===== config.mk =====
export PLATFORM = sky130hd
export DESIGN_NAME = sw_rz_slave
export DESIGN_NICKNAME = d
export VERILOG_FILES = /design/src/rtl/sw_rz_pkg.sv /design/src/rtl/sw_rz_rx.sv /design/src/rtl/sw_rz_tx.sv /design/src/rtl/sw_rz_ctrl.sv /design/src/rtl/sw_rz_slave.sv
export SDC_FILE = /design/constraint.sdc
export NUM_CORES = 1
export LEC_CHECK = 0
export BUFFER_PORTS_ARGS = -buffer_cell sky130_fd_sc_hd__buf_4
export CORE_MARGIN = 4
export CORE_UTILIZATION = 52
export DETAILED_ROUTE_END_ITERATION = 10
export PLACE_DENSITY = 0.73
export SLEW_MARGIN = 5
export SYNTH_ARGS = -nofsm -noshare
export SYNTH_HDL_FRONTEND = slang
export SYNTH_SLANG_ARGS = --single-unit

===== constraint.sdc =====
create_clock -name clk_i -period 2.2 [get_ports clk_i]
set_input_delay 0.11 -clock clk_i [delete_from_list [all_inputs] [get_ports clk_i]]
set_output_delay 0.11 -clock clk_i [all_outputs]
set_load 0.005 [all_outputs]

===== src/rtl/sw_rz_pkg.sv =====
package sw_rz_pkg;
  localparam int ADDR_W = 7;
  localparam int DATA_W = 8;

  typedef enum logic [2:0] {
    ST_WAIT_BRK,
    ST_CMD,
    ST_DATA,
    ST_TURN,
    ST_SEND,
    ST_WRITE
  } ctrl_st_e;
endpackage


===== src/rtl/sw_rz_rx.sv =====
module sw_rz_rx #(
  parameter int BREAK_MIN  = 64,
  parameter int RECOV_CYC  = 16,
  parameter int BIT_THRESH = 20
) (
  input  logic clk_i,
  input  logic rst_ni,
  input  logic line_i,
  output logic line_hi_o,
  output logic bit_vld_o,
  output logic bit_o,
  output logic brk_o,
  output logic ready_o
);
  localparam int LOW_W = $clog2(BREAK_MIN + 1);
  localparam int HI_W  = $clog2(RECOV_CYC + 1);
  localparam logic [LOW_W-1:0] LOW_SAT  = LOW_W'(BREAK_MIN);
  localparam logic [LOW_W-1:0] LOW_LAST = LOW_W'(BREAK_MIN - 1);
  localparam logic [LOW_W-1:0] THR_C    = LOW_W'(BIT_THRESH);
  localparam logic [HI_W-1:0]  HI_LAST  = HI_W'(RECOV_CYC - 1);

  logic [1:0]       sync_q;
  logic             line_s;
  logic [LOW_W-1:0] low_cnt_q;
  logic [HI_W-1:0]  hi_cnt_q;
  logic             in_brk_q;

  assign line_s    = sync_q[1];
  assign line_hi_o = line_s;
  assign brk_o     = !line_s && (low_cnt_q == LOW_LAST);
  assign ready_o   = in_brk_q && line_s && (hi_cnt_q == HI_LAST);
  // low_cnt_q still holds the length of the low phase that just ended
  assign bit_vld_o = line_s && (low_cnt_q != '0) && !in_brk_q;
  assign bit_o     = low_cnt_q < THR_C;

  always_ff @(posedge clk_i or negedge rst_ni) begin
    if (!rst_ni) begin
      sync_q    <= 2'b11;
      low_cnt_q <= '0;
      hi_cnt_q  <= '0;
      in_brk_q  <= 1'b0;
    end else begin
      sync_q <= {sync_q[0], line_i};
      if (!line_s) begin
        if (low_cnt_q != LOW_SAT) low_cnt_q <= low_cnt_q + 1'b1;
      end else begin
        low_cnt_q <= '0;
      end
      if (in_brk_q && line_s) hi_cnt_q <= hi_cnt_q + 1'b1;
      else                    hi_cnt_q <= '0;
      if (brk_o)        in_brk_q <= 1'b1;
      else if (ready_o) in_brk_q <= 1'b0;
    end
  end

  p_bit_on_rise_r2: assert property (@(posedge clk_i) disable iff (!rst_ni)
    bit_vld_o |-> line_s && !$past(line_s));
  p_brk_low_r8: assert property (@(posedge clk_i) disable iff (!rst_ni)
    brk_o |-> !line_s && !$past(line_s));
endmodule


===== src/rtl/sw_rz_tx.sv =====
module sw_rz_tx #(
  parameter int TX_SHORT = 8,
  parameter int TX_LONG  = 32,
  parameter int TX_CELL  = 48
) (
  input  logic       clk_i,
  input  logic       rst_ni,
  input  logic       start_i,
  input  logic [7:0] byte_i,
  input  logic       abort_i,
  output logic       pull_o,
  output logic       done_o
);
  localparam int CW = $clog2(TX_CELL);
  localparam logic [CW-1:0] SHORT_C = CW'(TX_SHORT);
  localparam logic [CW-1:0] LONG_C  = CW'(TX_LONG);
  localparam logic [CW-1:0] LAST_C  = CW'(TX_CELL - 1);

  logic [7:0]    sh_q;
  logic [2:0]    idx_q;
  logic [CW-1:0] cnt_q;
  logic          busy_q;
  logic          done_q;

  assign pull_o = busy_q && (cnt_q < (sh_q[0] ? SHORT_C : LONG_C));
  assign done_o = done_q;

  always_ff @(posedge clk_i or negedge rst_ni) begin
    if (!rst_ni) begin
      sh_q   <= '0;
      idx_q  <= '0;
      cnt_q  <= '0;
      busy_q <= 1'b0;
      done_q <= 1'b0;
    end else begin
      done_q <= 1'b0;
      if (abort_i) begin
        busy_q <= 1'b0;
      end else if (start_i && !busy_q) begin
        busy_q <= 1'b1;
        sh_q   <= byte_i;
        idx_q  <= '0;
        cnt_q  <= '0;
      end else if (busy_q) begin
        if (cnt_q == LAST_C) begin
          cnt_q <= '0;
          sh_q  <= {1'b0, sh_q[7:1]};
          if (idx_q == 3'd7) begin
            busy_q <= 1'b0;
            done_q <= 1'b1;
          end else begin
            idx_q <= idx_q + 1'b1;
          end
        end else begin
          cnt_q <= cnt_q + 1'b1;
        end
      end
    end
  end

  p_start_idle_r6: assert property (@(posedge clk_i) disable iff (!rst_ni)
    start_i |-> !busy_q);
endmodule


===== src/rtl/sw_rz_ctrl.sv =====
module sw_rz_ctrl
  import sw_rz_pkg::*;
#(
  parameter int TURN_CYC = 20,
  parameter int WR_IDLE  = 100
) (
  input  logic              clk_i,
  input  logic              rst_ni,
  input  logic              bit_vld_i,
  input  logic              bit_i,
  input  logic              brk_i,
  input  logic              ready_i,
  input  logic              line_hi_i,
  input  logic              tx_done_i,
  output logic              tx_start_o,
  output logic [DATA_W-1:0] tx_byte_o,
  output logic              sending_o,
  output logic              rf_we_o,
  output logic [ADDR_W-1:0] rf_addr_o,
  output logic [DATA_W-1:0] rf_wdata_o,
  input  logic [DATA_W-1:0] rf_rdata_i
);
  localparam int TMAX = (TURN_CYC > WR_IDLE) ? TURN_CYC : WR_IDLE;
  localparam int TW   = $clog2(TMAX + 1);
  localparam logic [TW-1:0] TURN_LAST = TW'(TURN_CYC - 1);
  localparam logic [TW-1:0] IDLE_LAST = TW'(WR_IDLE - 1);

  ctrl_st_e            st_q;
  logic [4:0]          nbits_q;
  logic [15:0]         sr_q;
  logic [ADDR_W-1:0]   addr_q;
  logic [DATA_W-1:0]   wd_q;
  logic [DATA_W-1:0]   hi_q;
  logic                two_q;
  logic [TW-1:0]       tmr_q;

  assign tx_start_o = (st_q == ST_TURN) && (tmr_q == TURN_LAST);
  assign tx_byte_o  = rf_rdata_i;
  assign sending_o  = (st_q == ST_SEND);
  assign rf_we_o    = (st_q == ST_WRITE);
  assign rf_addr_o  = addr_q;
  assign rf_wdata_o = wd_q;

  always_ff @(posedge clk_i or negedge rst_ni) begin
    if (!rst_ni) begin
      st_q    <= ST_WAIT_BRK;
      nbits_q <= '0;
      sr_q    <= '0;
      addr_q  <= '0;
      wd_q    <= '0;
      hi_q    <= '0;
      two_q   <= 1'b0;
      tmr_q   <= '0;
    end else if (brk_i) begin
      st_q    <= ST_WAIT_BRK;
      nbits_q <= '0;
      two_q   <= 1'b0;
    end else begin
      case (st_q)
        ST_WAIT_BRK: begin
          if (ready_i) begin
            st_q    <= ST_CMD;
            nbits_q <= '0;
          end
        end
        ST_CMD: begin
          if (bit_vld_i) begin
            sr_q    <= {bit_i, sr_q[15:1]};
            nbits_q <= nbits_q + 1'b1;
            if (nbits_q == 5'd7) begin
              addr_q  <= sr_q[15:9];
              nbits_q <= '0;
              tmr_q   <= '0;
              st_q    <= bit_i ? ST_DATA : ST_TURN;
            end
          end
        end
        ST_DATA: begin
          if (bit_vld_i) begin
            sr_q    <= {bit_i, sr_q[15:1]};
            nbits_q <= nbits_q + 1'b1;
            tmr_q   <= '0;
            if (nbits_q == 5'd15) begin
              wd_q  <= sr_q[8:1];
              hi_q  <= {bit_i, sr_q[15:9]};
              two_q <= 1'b1;
              st_q  <= ST_WRITE;
            end
          end else if (nbits_q == 5'd8) begin
            // single byte commits once the line has idled long enough
            if (!line_hi_i) begin
              tmr_q <= '0;
            end else if (tmr_q == IDLE_LAST) begin
              wd_q  <= sr_q[15:8];
              two_q <= 1'b0;
              st_q  <= ST_WRITE;
            end else begin
              tmr_q <= tmr_q + 1'b1;
            end
          end
        end
        ST_TURN: begin
          tmr_q <= tmr_q + 1'b1;
          if (tmr_q == TURN_LAST) st_q <= ST_SEND;
        end
        ST_SEND: begin
          if (tx_done_i) begin
            st_q    <= ST_CMD;
            nbits_q <= '0;
          end
        end
        ST_WRITE: begin
          if (two_q) begin
            addr_q <= addr_q + 1'b1;
            wd_q   <= hi_q;
            two_q  <= 1'b0;
          end else begin
            st_q    <= ST_CMD;
            nbits_q <= '0;
          end
        end
        default: st_q <= ST_WAIT_BRK;
      endcase
    end
  end

  p_brk_abort_r8: assert property (@(posedge clk_i) disable iff (!rst_ni)
    brk_i |=> !rf_we_o && (st_q == ST_WAIT_BRK));
  p_wr_pair_r5: assert property (@(posedge clk_i) disable iff (!rst_ni)
    (rf_we_o && two_q && !brk_i) |=> rf_we_o && (rf_addr_o == $past(rf_addr_o) + 7'd1));
endmodule


===== src/rtl/sw_rz_slave.sv =====
module sw_rz_slave
  import sw_rz_pkg::*;
#(
  parameter int BREAK_MIN  = 64,
  parameter int RECOV_CYC  = 16,
  parameter int BIT_THRESH = 20,
  parameter int TX_SHORT   = 8,
  parameter int TX_LONG    = 32,
  parameter int TX_CELL    = 48,
  parameter int TURN_CYC   = 20,
  parameter int WR_IDLE    = 100
) (
  input  logic              clk_i,
  input  logic              rst_ni,
  input  logic              line_i,
  output logic              pull_o,
  output logic              rf_we_o,
  output logic [ADDR_W-1:0] rf_addr_o,
  output logic [DATA_W-1:0] rf_wdata_o,
  input  logic [DATA_W-1:0] rf_rdata_i
);
  logic line_hi, bit_vld, bit_val, brk, ready;
  logic tx_start, tx_done, sending;
  logic [DATA_W-1:0] tx_byte;

  sw_rz_rx #(
    .BREAK_MIN (BREAK_MIN),
    .RECOV_CYC (RECOV_CYC),
    .BIT_THRESH(BIT_THRESH)
  ) rx_i (
    .clk_i    (clk_i),
    .rst_ni   (rst_ni),
    .line_i   (line_i),
    .line_hi_o(line_hi),
    .bit_vld_o(bit_vld),
    .bit_o    (bit_val),
    .brk_o    (brk),
    .ready_o  (ready)
  );

  sw_rz_ctrl #(
    .TURN_CYC(TURN_CYC),
    .WR_IDLE (WR_IDLE)
  ) ctrl_i (
    .clk_i     (clk_i),
    .rst_ni    (rst_ni),
    .bit_vld_i (bit_vld),
    .bit_i     (bit_val),
    .brk_i     (brk),
    .ready_i   (ready),
    .line_hi_i (line_hi),
    .tx_done_i (tx_done),
    .tx_start_o(tx_start),
    .tx_byte_o (tx_byte),
    .sending_o (sending),
    .rf_we_o   (rf_we_o),
    .rf_addr_o (rf_addr_o),
    .rf_wdata_o(rf_wdata_o),
    .rf_rdata_i(rf_rdata_i)
  );

  sw_rz_tx #(
    .TX_SHORT(TX_SHORT),
    .TX_LONG (TX_LONG),
    .TX_CELL (TX_CELL)
  ) tx_i (
    .clk_i  (clk_i),
    .rst_ni (rst_ni),
    .start_i(tx_start),
    .byte_i (tx_byte),
    .abort_i(brk),
    .pull_o (pull_o),
    .done_o (tx_done)
  );

  p_pull_in_send_r9: assert property (@(posedge clk_i) disable iff (!rst_ni)
    pull_o |-> sending);
  p_start_line_high_r7: assert property (@(posedge clk_i) disable iff (!rst_ni)
    tx_start |-> line_hi);
endmodule


Yosys cells after proc, flatten, opt, wreduce, memory -nomap -nowiden
Cells that the tools add are included.
{ "word_totals": {"regBits": 89, "inputBits": 11, "out_inout_bits": 17} }
{ "op_classes": {"n_addsub": 7, "bitwise": 1, "n_reduce_logical": 34, "n_eq_ne": 35, "mux": 73, "order_cmp": 2} }
{ "ops": {"columns": ["op", "n"], "rows": [
  ["$mux 7", 11],
  ["$mux 8", 9],
  ["$mux 3", 16],
  ["$mux 5", 8],
  ["$pmux 5 s5", 1],
  ["$mux 6", 4],
  ["$add 7x1->7 const B", 3],
  ["$pmux 7 s3", 1],
  ["$mux 1", 19],
  ["$ne 3x2->1 const B", 6],
  ["$pmux 3 s6", 1],
  ["$pmux 8 s2", 1],
  ["$eq 5x4->1 const B", 3],
  ["$ne 3x3->1 const B", 5],
  ["$pmux 7 s2", 1],
  ["$ne 4x3->1 const B", 3],
  ["$reduce_and 6->1", 2],
  ["$reduce_bool 2->1", 6],
  ["$add 5x1->5 const B", 2],
  ["$reduce_and 10->1", 1],
  ["$reduce_and 5->1", 2],
  ["$eq 3x3->1 const B", 3],
  ["$logic_and 1x1->1", 8],
  ["$ne 4x4->1 const B", 2],
  ["other kinds (26)", 34]
]} }

Depth between registers and ports, before layout
{ "logic_depth": {"word_depth": 7, "mapped_depth": 9, "ltp_nobuf": 8} }

Cells and area by module
Synthesis repeated with hierarchy kept, for this count alone.
{ "unflattened": {"hier_cells": 462, "hier_area_um2": 4779.6} }
{ "modules_own_cells": {"columns": ["mod", "instances", "cells_each", "seq_area_each_um2", "area_per_inst_um2"], "rows": [
  ["sw_rz_ctrl", 1, 303, 1351.3, 3083.0],
  ["sw_rz_tx", 1, 90, 475.5, 974.7],
  ["sw_rz_rx", 1, 69, 377.9, 721.9]
]} }

Least setup slack after synthesis
OpenSTA, ideal clock, no wires.
{ "synth_timing": {"kind": "flip-flop to flip-flop", "from": "reg ctrl_i.tmr_q[0]", "to": "reg tx_i.idx_q[0]", "stages_incl_launch_ff": 9, "setup_ps": 125, "t_required_ps": 2075, "arrival_ps": 2250, "synth_period_minus_slack_ps": 2375, "path_slack_ps": -175, "n_path_buf": 2, "path_cell_list": "dfrtp_1 ha_1 or3b_1 buf_6 or4_4 buf_6 a21oi_4 o21ai_2 mux2_4"} }
{ "synth_via": {"elab_chain_len": 5} }
{ "synth_rtl": {"columns": ["item", "line_no", "source"], "rows": [
  ["start: declaration", "sw_rz_ctrl.sv:35", "logic [TW-1:0] tmr_q;"],
  ["start signal: assignment", "sw_rz_ctrl.sv:98", "tmr_q <= tmr_q + 1'b1;"],
  ["start signal: assignment", "sw_rz_ctrl.sv:103", "tmr_q <= tmr_q + 1'b1;"],
  ["$eq 7x5->1 *", "sw_rz_ctrl.sv:37", "assign tx_start_o = (st_q == ST_TURN) && (tmr_q == TURN_LAST);"],
  ["$logic_and 1x1->1 *", "sw_rz_ctrl.sv:37", null],
  ["$logic_and 1x1->1 *", "sw_rz_tx.sv:39", "end else if (start_i && !busy_q) begin"],
  ["$ne 2x1->1 (no source line) / $reduce_bool 2->1 (equally long branches)", null, null],
  ["$reduce_and 4->1 (no source line)", null, null],
  ["end signal: assignment", "sw_rz_tx.sv:52", "idx_q <= idx_q + 1'b1;"],
  ["end: declaration", "sw_rz_tx.sv:20", "logic [2:0] idx_q;"]
]} }
Every way passes the cells marked *; elsewhere a longest branch is shown, timed or not.
A chain may end at the register's enable or synchronous reset.

Final worst setup path
Same ends and word-level chain as after synthesis.

==> metrics.cfg <==
[job]
maxCapViolCount = 0

[setup_path]
r2r_setup_slack_ps = 30
cp.arrival_ps = 2420
end_kind = register
start_kind = register
slowest_delay_ps = 530
path_class = register to register
path_cells = ha_2, or3b_4, or4_4, a21oi_4, o21ai_2, mux2_4
critical_path_required_ps = 2450
crit_fanout = 7
critPathSlowestCell = or4_4

[die]
core_area_mm2 = 0.008721
dieArea_mm2 = 0.01056
io_pins = 28
start_util_pct = 53.53
num_rows = 34
die-width_um = 102.8
die_h_um = 102.8

[cells_and_area]
multi_input_area_mm2 = 0.002480
drive_above_1_share_pct = 32.63
syn2layout_area_growth_pct = 23.48
fin_area_mm2 = 0.005764
layout.nets = 543
regArea_mm2 = 0.002205
fillers = 681
n_antenna_cell = 0

[sta]
slew_violations = 0
hold_viol_final = 0
max_freq_mhz = 461.7
fin_crit_sh_pct = 98.46
timing.final.crit_period_ps = 2166
finClkSkew_ps = 14.33
worst_slack_ps = 33.99
finalSetupViolCount = 0
slew_headroom_pct = 61.60
worstMarginPinSlew_ps = 576.1
rsz0062_at_grt = yes

[logic_synthesis]
syn-cell-area_mm2 = 0.004668
avgSynthCellArea_um2 = 10.51
synth_edf_count = 0
async_reset_ff_share_pct = 100.0
yosysUniqueCellTypes = 70
ys_ff_latch = 88
ys_warn_count = 0
synth-seq-area-share_pct = 47.23
synth_area_leaders = dfrtp_1, mux2_2, mux2i_1
yosysTopAreaCell = dfrtp_1
ys.flop_type = dfrtp_1
synth_top_area_share_pct = 46.10
syn_nets = 468
postSynthCellCount = 444
yosys-top-cells-count = dfrtp_1, nor2_1, mux2_2, o21ai_0, nand2_1
yosysMostFrequentCell = dfrtp_1

[global_routing]
overflow = 0
grt_pass1_vias = 3801
track_usage_pct = 20.67
grt_first_pass_wirelength_um = 17450
antenna_found_initial = 0
grt_max_degree = 42

[clocking]
clk_pin_slew_ps = 90
clock_path_buffers = 2
cts_sinks = 88
tritoncts = built
clk_latency_ps = 360
numCtsBuffers = 9
htree_levels = 3
cts_root_buffer = clkbuf_8

[drt]
wl_per_cell_um = 16.68
post_drt_via_cell_ratio = 5.965
ant_nets = 0
firstDrtPassIters = 4
wirelength_um = 10540
vias = 3770
dr.first_iter.drc_count = 175
drc_errors = 0

[place]
routabilityCongestion = 0.8575
port-buffer-count = 27
place_ws_ps = -78.01
hpwl_um = 7171
post_dp_cell_area_mm2 = 0.005306

[power]
p_total_mw = 3.020
p_leak_nw = 2.674
power.density_mw_per_mm2 = 523.9
ir_drop_v = 0.0004379

[outcome]
status = finished, final reports clean

[min_path]
worstHoldPathType = input pin to register

==> timing repair <==
action,4_1_cts,5_1_grt
resized for setup,7,27
endpoints found under the setup margin,16,37
pin swaps,4,6
hold buffers,3,0
hold endpoints to repair,41,0
buffers inserted,4,3
==> final timing paths <==
check / from / endpoint / cells past startpoint
setup / recovery: ctrl_i.tmr_q[0]$_DFFE_PN0P_ / tx_i.idx_q[0]$_DFFE_PN0P_ / 6
hold / removal: rf_rdata_i[1] / tx_i.sh_q[1]$_DFFE_PN0P_ / 3
setup reg to reg: ctrl_i.tmr_q[0]$_DFFE_PN0P_ / tx_i.idx_q[0]$_DFFE_PN0P_ / 6
hold reg to reg: rx_i.sync_q[0]$_DFF_PN1_ / rx_i.sync_q[1]$_DFF_PN1_ / 0
max in group asynchronous: rst_ni / ctrl_i.sr_q[2]$_DFFE_PN0P_ / 3
min in group asynchronous: rst_ni / tx_i.cnt_q[3]$_DFFE_PN0P_ / 2
==> cell type report <==
type	count	share of cell area (%)
tap	108	2.344
sequential	88	38.25
inverter	15	0.9768
multi-input combinational	322	43.02
timing repair buffer	83	11.50
clock buffer	9	2.149
clock inverter	7	1.758
==> metrics by stage <==
stage | setup TNS (ps) | hold WS [ps] | util (%) | instances
finish | 0 | 41.05 | 66.10 | 632
global route | -587.0 | 33.99 | 66.10 | 632
CTS | 0 | 33.29 | 64.32 | 630
detailed placement | -286.3 | 134.1 | 60.85 | 607
global placement | -5.774 | 126.9 | 60.85 | 607
floorplan | -265.9 | -185.6 | - | 444
==> sequential cells by signal (all words and copies together) (netlist names), 2 cells and up <==
register,flops
tx_i.sh_q,8
ctrl_i.sr_q,15
tx_i.idx_q,3
rx_i.sync_q,2
ctrl_i.rf_wdata_o,8
ctrl_i.tmr_q,7
ctrl_i.st_q,3
rx_i.hi_cnt_q,5
ctrl_i.nbits_q,5
rx_i.low_cnt_q,7
tx_i.cnt_q,6
ctrl_i.hi_q,8
ctrl_i.rf_addr_o,7
==> kinds of logic after synthesis <==
logic type / after synthesis / share of synthesized area, %
AOI/OAI and AO/OA: 104 / 15.38
xor gates and xnor gates: 6 / 1.126
adders and majority gates: 13 / 3.484
buffers and inverters: 34 / 3.323
DFF: 88 / 47.23
muxes: 53 / 12.36
and+or+nand+nor: 146 / 17.10
==> placed cells by master (no fill, tap or decap), types with 3 or more instances in the layout <==
master / count
nand2b_1: 12
nand3_1: 15
o21ai_1: 5
o22ai_1: 4
a2bb2oi_1: 5
o21ai_0: 25
a31oi_1: 4
dfrtp_1: 86
nor3_1: 10
dlygate4sd3_1: 3
a21o_1: 3
or3_1: 3
and2_1: 3
a21oi_1: 14
ha_1: 8
xnor2_1: 3
nand2_1: 25
nand4_1: 3
inv_1: 15
mux2_2: 33
mux2i_1: 19
buf_4: 76
ha_2: 4
xor2_1: 3
and3_1: 9
o2bb2ai_1: 5
nand3b_1: 3
clkbuf_8: 9
nor2_1: 34
a22o_1: 5
o211ai_1: 7
==> power breakdown <==
part | switching [mW] | internal (mW)
clock | 0.608 | 0.653
combinational | 0.0755 | 0.0526
sequential | 0.00698 | 1.62
total | 0.690 | 2.33
==> metal layers <==
metal	wire, um	vias to the layer above	global-route usage, %
met1	4562	1895	26.58
li1	-	1785	-
met4	109	0	5.876
met3	429	14	5.074
met5	0	-	0
met2	5440	76	34.86
==> critical path, delay by kind of cell (launching register included) <==
kind                     cells  cell delay, ps
AO/OA/AOI/OAI                2             260
adder cells (fa/ha/maj)      1             180
flip-flops                   1             390
multiplexers                 1             260
AND/OR/NAND/NOR              2             960
(Power assumes the default switching activity.)
